===== src/rtl/mpuart_rx.sv =====
module mpuart_rx #(
  parameter int OSR    = 16,
  parameter int DATA_W = 8
) (
  input  logic              clk,
  input  logic              rst_n,
  input  logic              os_tick,
  input  logic              rxd,
  input  logic              ctl_we,
  input  logic [2:0]        ctl_wdata,
  input  logic              sts_we,
  input  logic [2:0]        sts_wdata,
  output logic [2:0]        ctl_q,
  output logic [DATA_W-1:0] rx_data,
  output logic              rx_mpb,
  output logic              rx_full,
  output logic              rx_ferr,
  output logic              rx_ovr
);
  localparam int CW    = $clog2(OSR);
  localparam int NBITS = DATA_W + 2;
  localparam int IW    = $clog2(NBITS + 1);
  localparam logic [CW-1:0] HALF = CW'(OSR/2 - 1);
  localparam logic [CW-1:0] LAST = CW'(OSR - 1);
  localparam logic [IW-1:0] STOP = IW'(NBITS - 1);

  typedef enum logic [1:0] {S_IDLE, S_START, S_BITS} st_t;

  st_t           st;
  logic [CW-1:0] cnt;
  logic [IW-1:0] idx;
  logic [DATA_W:0] sh;
  logic [1:0]    sync;
  logic          rx_en, mp_mode, wake_filt;

  wire rxd_s  = sync[1];
  wire done   = rx_en && os_tick && st == S_BITS && cnt == LAST && idx == STOP;
  wire fmpb   = sh[DATA_W];
  wire filt_on = mp_mode & wake_filt;
  wire keep   = done & ~(filt_on & ~fmpb);
  wire take   = keep & rxd_s & ~rx_full;
  wire ovr_set = keep & rxd_s & rx_full;
  wire fe_set = keep & ~rxd_s;
  wire wake   = done & filt_on & fmpb;

  assign ctl_q = {wake_filt, mp_mode, rx_en};

  always_ff @(posedge clk or negedge rst_n)
    if (!rst_n) sync <= 2'b11;
    else        sync <= {sync[0], rxd};

  always_ff @(posedge clk or negedge rst_n) begin
    if (!rst_n) begin
      st  <= S_IDLE;
      cnt <= '0;
      idx <= '0;
      sh  <= '0;
    end else if (!rx_en) begin
      st <= S_IDLE;
    end else if (os_tick) begin
      case (st)
        S_IDLE:
          if (!rxd_s) begin
            st  <= S_START;
            cnt <= '0;
          end
        S_START:
          if (cnt == HALF) begin
            cnt <= '0;
            idx <= '0;
            st  <= rxd_s ? S_IDLE : S_BITS;
          end else cnt <= cnt + 1'b1;
        S_BITS:
          if (cnt == LAST) begin
            cnt <= '0;
            if (idx == STOP) st <= S_IDLE;
            else begin
              sh  <= {rxd_s, sh[DATA_W:1]};
              idx <= idx + 1'b1;
            end
          end else cnt <= cnt + 1'b1;
        default: st <= S_IDLE;
      endcase
    end
  end

  always_ff @(posedge clk or negedge rst_n) begin
    if (!rst_n) begin
      rx_en     <= 1'b0;
      mp_mode   <= 1'b0;
      wake_filt <= 1'b0;
    end else if (ctl_we) begin
      {wake_filt, mp_mode, rx_en} <= ctl_wdata;
    end else if (wake) begin
      wake_filt <= 1'b0;
    end
  end

  wire [2:0] keep_m = sts_we ? sts_wdata : 3'b111;

  always_ff @(posedge clk or negedge rst_n) begin
    if (!rst_n) begin
      rx_data <= '0;
      rx_mpb  <= 1'b0;
      rx_full <= 1'b0;
      rx_ferr <= 1'b0;
      rx_ovr  <= 1'b0;
    end else begin
      if (take) begin
        rx_data <= sh[DATA_W-1:0];
        rx_mpb  <= fmpb;
      end
      rx_full <= take    | (rx_full & keep_m[0]);
      rx_ferr <= fe_set  | (rx_ferr & keep_m[1]);
      rx_ovr  <= ovr_set | (rx_ovr  & keep_m[2]);
    end
  end

  p_idle_off_r2: assert property (@(posedge clk) disable iff (!rst_n)
    !rx_en |=> st == S_IDLE);

  p_hold_off_r3: assert property (@(posedge clk) disable iff (!rst_n)
    (!rx_en && !sts_we) |=> $stable({rx_full, rx_ferr, rx_ovr, rx_data}));

  p_fe_keeps_r6: assert property (@(posedge clk) disable iff (!rst_n)
    $rose(rx_ferr) |-> $stable(rx_data));

  p_ovr_keeps_r7: assert property (@(posedge clk) disable iff (!rst_n)
    $rose(rx_ovr) |-> $stable(rx_data));

  p_drop_r8: assert property (@(posedge clk) disable iff (!rst_n)
    $rose(rx_full) |-> !($past(mp_mode && wake_filt) && !rx_mpb));

  p_wake_r9: assert property (@(posedge clk) disable iff (!rst_n)
    ($fell(wake_filt) && !$past(ctl_we)) |-> $past(mp_mode && rx_en));

  p_one_flag_r5: assert property (@(posedge clk) disable iff (!rst_n)
    !($rose(rx_full) && $rose(rx_ovr)));
endmodule


===== config.mk =====
export PLATFORM = sky130hd
export DESIGN_NAME = mpuart_rx
export DESIGN_NICKNAME = d
export VERILOG_FILES = /design/src/rtl/mpuart_rx.sv
export SDC_FILE = /design/constraint.sdc
export NUM_CORES = 1
export LEC_CHECK = 0
export ABC_AREA = 1
export BUFFER_PORTS_ARGS = -buffer_cell sky130_fd_sc_hd__buf_2
export CAP_MARGIN = 30
export CORE_UTILIZATION = 56
export DETAILED_ROUTE_END_ITERATION = 16
export GPL_ROUTABILITY_DRIVEN = 1
export PLACE_DENSITY = 0.89
export SYNTH_ARGS = -nofsm -noshare
export SYNTH_HDL_FRONTEND = slang
export SYNTH_SLANG_ARGS = --single-unit
export TNS_END_PERCENT = 5

===== constraint.sdc =====
create_clock -name clk -period 1.9 [get_ports clk]
set_input_delay 0.095 -clock clk [delete_from_list [all_inputs] [get_ports clk]]
set_output_delay 0.095 -clock clk [all_outputs]
set_load 0.02 [all_outputs]

; After elaboration in Yosys (flattened, before gate mapping)
; Index checks and enable logic that the tools add are counted.
[word_totals]
ff_bits = 36
in_bits = 12
output_inout_bits = 15
elab_cells = 80
[classes]
add_sub_neg = 2
eq_ne = 14
mux = 19
bitwise = 20
reduce_logical = 12
[ops]
columns = operator, count
row1 = 4-bit 2-to-1 mux, 6
row2 = 2-bit 2-to-1 mux, 7
row3 = 1-bit bitwise AND, 12
row4 = 4-bit case mux with 3 select lines, 1
row5 = 5-bit AND reduction, 2
row6 = "4-bit by 1-bit adder with 4-bit output, second input constant", 2
row7 = "4-bit equality test, second input constant", 2
row8 = "2-bit != test, second input constant", 4
row9 = 4-bit case mux with 2 select lines, 1
row10 = "3-bit by 2-bit != test with 1-bit output, second input constant", 2
row11 = "3-bit != test, second input constant", 2
row12 = 2-bit case mux with 3 select lines, 1
row13 = 6-bit AND reduction, 1
row14 = 1-bit inverter, 5
row15 = "4-bit by 3-bit equality test with 1-bit output, second input constant", 1
row16 = 1-bit logical AND, 4
row17 = 4-bit AND reduction, 1
row18 = 2-bit nonzero test, 2
row19 = 3-bit 2-to-1 mux, 1
row20 = 1-bit bitwise OR, 3
row21 = 3-bit nonzero test, 1
row22 = "2-bit by 1-bit equality test with 1-bit output, second input constant", 1
row23 = "2-bit equality test, second input constant", 1
row24 = 2-bit zero test, 1
row25 = other kinds (2), 3

; Longest topological paths before layout
[depth]
ltp_word = 8
ltp_mapped = 10
ltp_nobuf = 10

; Least setup slack after synthesis
; No wires, ideal clock.
[synth_path]
path_kind = register to register
startpoint = register st[0]
endpoint = register st[1]
setup_time_ps = 113
arrival_ps = 1331
required_ps = 1787
slack_ps = 457
stages_incl_launch_ff = 10
path_buffers = 0
period_less_slack_ps = 1443
path_cell_list = dfrtp_1 inv_1 ha_1 inv_2 o21ai_2 inv_1 nand2_1 nand2_1 nand2_1 inv_1
[synth_via]
elab_chain_cells = 4
[synth_lines]
columns = element, line
row1 = from (decl), 29  ; st_t st;
row2 = from (signal assigned), 71  ; st <= rxd_s ? S_IDLE : S_BITS;
row3 = 2-bit equality test (tied with other cells), 61  ; case (st)
row4 = 2-bit case mux with 3 select lines, 61
row5 = 2-bit 2-to-1 mux, 60  ; end else if (os_tick) begin
row6 = 2-bit 2-to-1 mux, 58  ; end else if (!rx_en) begin
; Parallel ways exist; a longest one is shown, timed or not. The select of a mux whose other input is x is not followed.
; A chain may end at the register's enable or synchronous reset.

; Worst setup path after layout
[layout_path]
startpoint = register st[0]
endpoint = register sh[6]
[layout_via]
elab_chain_cells = 2
[layout_lines]
columns = element, line
row1 = 2-bit equality test, 61
row2 = 5-bit AND reduction (no line), -
row3 = to (signal assigned), 78  ; sh <= {rxd_s, sh[DATA_W:1]};
row4 = to (decl), 32  ; logic [DATA_W:0] sh;
; No other way between the ends.

==> results.json <==
{
  "outcome": "complete, no violations",
  "cts_num_sinks": 36,
  "wl_per_cell_microns": 11.88,
  "hpwl_microns": 2581,
  "drcViolationCount": 0,
  "rsz0062_at_grt": "no",
  "drt-initial-drc-count": 136,
  "grt_pass1_wl_microns": 5561,
  "cap_violations": 0,
  "io_pins": 27,
  "dr_total_vias": 1514,
  "clock_skew_ns": 0.007081,
  "final_util_pct": 66.29,
  "critical_path_buf_inv_count": 2,
  "synth_top_area_cell": "dfrtp_1",
  "worst_pin_slew_ns": 0.7568,
  "antenna_cells": 0,
  "place_ws_ns": 0.2642,
  "via_per_inst": 5.013,
  "ant_nets": 0,
  "track_usage_pct": 20.75,
  "period_needed_ns": 1.656,
  "first_global_vias": 1325,
  "clock-root-buffer": "clkbuf_4",
  "cp.arrival_ns": 1.90,
  "initial_core_util_pct": 58.12,
  "drive_gt1_share_pct": 26.56,
  "synth_top_area_share_pct": 43.87,
  "fin_cells": 302,
  "synth_ff_type": "dfrtp_1",
  "cts-buffers-inserted": 5,
  "fin_nets": 275,
  "min_period_over_period_pct": 87.15,
  "crit_required_ns": 2.14,
  "layout_setup_ws_ns": 0.2442,
  "worstSkewPairLatency_ns": 0.34,
  "grt_max_degree": 37,
  "synthTopCellsByArea": "dfrtp_1 (44%), nand2_1 (12%), ha_1 (5.2%)",
  "cp-end-kind": "register",
  "synth_edf_count": 0,
  "crit_family": "simple AND/OR/NAND/NOR gates",
  "std_cell_rows": 21,
  "nFillCells": 262,
  "placed_cells": 287,
  "clkPwrFrac_pct": 21.5,
  "cts_max_level": 2,
  "ctsResizeCount": 0,
  "syn2layout_area_growth_pct": 14.06,
  "min_path_type": "in2reg",
  "path_cells": "inv_1 > ha_1 > inv_2 > nor2_4 > nand3_4 > nor2_1 > a21oi_2",
  "final_cell_mix": "nand2_1 (61), dfrtp_1 (34), buf_2 (26)",
  "finalPower_mw": 1.859,
  "crit_fanout": 18,
  "wirelength_microns": 3588,
  "p_sw_uw": 673.2,
  "clk_pin_slew_ns": 0.11,
  "p_sw_share_pct": 36.21,
  "ys_seq_area_share_pct": 46.58,
  "die-area_sq_um": 3703,
  "netlist_instances": 220,
  "p_seq_share_pct": 50.5,
  "slew_headroom_pct": 49.55,
  "synth_fp_nets": 240,
  "critical_path.max_stage_delay_ns": 0.42,
  "antenna_found_initial": 0,
  "fp.dieW_microns": 60.85,
  "slew_viol_final": 0,
  "place.gp.congestion": 0.8832,
  "synth_cell_types": 30,
  "port_buffers": 26,
  "syn_avg_cell_area_sq_um": 8.815,
  "powerDensity_nw_per_um2": 840.5,
  "async_flop_share_pct": 100.0,
  "drtPass1Iterations": 4,
  "hold_viol": 0,
  "cp_slowest_cell": "dfrtp_1",
  "core_area_sq_um": 3337,
  "cts_tree": "done",
  "synth_area_sq_um": 1939,
  "power_leakage_nw": 1.186,
  "setup_viol": 0,
  "die_y_microns": 60.85,
  "clockBufferDepth": 2,
  "finalSetupTns_ns": 0,
  "cp-start-kind": "register",
  "clock.fmax_mhz": 604.0,
  "p_int_mw": 1.186,
  "ys.warnings.count": 0,
  "peakVddDrop_mv": 0.4910,
  "final_common_cell": "nand2_1",
  "synth-seq-cells": 36,
  "critPathKind": "reg2reg",
  "grt_overflow": 0,
  "comb_power_share_pct": 27.9
}
## power by group through the flow
stage               registers [mW]  logic (mW)  clock network [mW]
global placement             0.948       0.489                   0
detailed placement           0.955       0.505                   0
CTS                          0.939       0.522               0.402
floorplan                    0.929       0.412                   0
global route                 0.954       0.586               0.430
finish                       0.940       0.519               0.401
## per-layer routing
metal  up-vias  routed length (microns)  global-route usage, %
met5         -                        0                      0
met4         0                       44                  10.06
met3         7                      173                  4.904
met2        41                     1674                  31.40
met1       703                     1695                  28.05
li1        763                        -                      -
## Yosys cell counts (all sizes together), types with 2 or more instances
master and n:
dfrtp 34, or2 2, ha 8, nand3 23
nor2 20, nand2 65, dfstp 2, a21oi 6
o21ai 16, clkinv 2, nand4 6, inv 27
buf 5
## layout make-up
class / instances / area [sq um] / area share (%)
Sequential cell: 36 / 903.4 / 40.84
Inverter: 29 / 113.9 / 5.147
Timing Repair Buffer: 33 / 200.2 / 9.050
Clock buffer: 5 / 37.54 / 1.697
Clock inverter: 3 / 18.77 / 0.8484
Tap cell: 46 / 57.56 / 2.602
Multi-Input combinational cell: 150 / 880.8 / 39.82
## state kept, by name (all words and copies together), names as in the netlist, 2 cells and up
name and flops:
sync 2, idx 4, cnt 4, rx_data 8, sh 9, st 2
## kinds of logic (layout without fill, tap and decap cells)
logic type | after synthesis | count (layout) | share of synthesized area (%)
adders and majority gates | 8 | 8 | 5.161
muxes | 1 | 1 | 0.5806
DFF | 36 | 36 | 46.58
xor gates and xnor gates | 2 | 2 | 0.9034
and+or+nand+nor | 117 | 117 | 31.16
buffers and inverters | 34 | 70 | 8.000
AOI/OAI and AO/OA | 22 | 22 | 7.613
## path summary, 6_finish.rpt
check	cells after the start	slack, ns	end	startpoint
setup reg to reg	7	0.24	sh[6]$_DFFE_PN0P_	st[0]$_DFFE_PN0P_
setup / recovery	7	0.24	sh[6]$_DFFE_PN0P_	st[0]$_DFFE_PN0P_
hold reg to reg	0	0.36	sync[1]$_DFF_PN1_	sync[0]$_DFF_PN1_
min in group asynchronous	2	0.37	rx_data[1]$_DFFE_PN0P_	rst_n
hold / removal	3	0.01	rx_ferr$_DFF_PN0_	sts_wdata[1]
max in group asynchronous	2	1.05	cnt[1]$_DFFE_PN0P_	rst_n
## worst min-delay path, stage by stage
cell and delay, ns:
buf_2 0.07, o21ai_0 0.08, o21ai_0 0.08
## through the flow
step / hold WS, ns / cell area, sq um
after CTS: 0.01724 / 2212
final: 0.01444 / 2212
after floorplan: -0.2006 / 1939
after detailed placement: 0.2012 / 2086
after global placement: 0.2000 / 2086
after global routing: 0.04246 / 2212
## repair_timing
item | CTS | global route
setup buffers | 0 | 0
hold endpoints to repair | 40 | 0
hold buffers | 7 | 0
(Power assumes the default switching activity.)
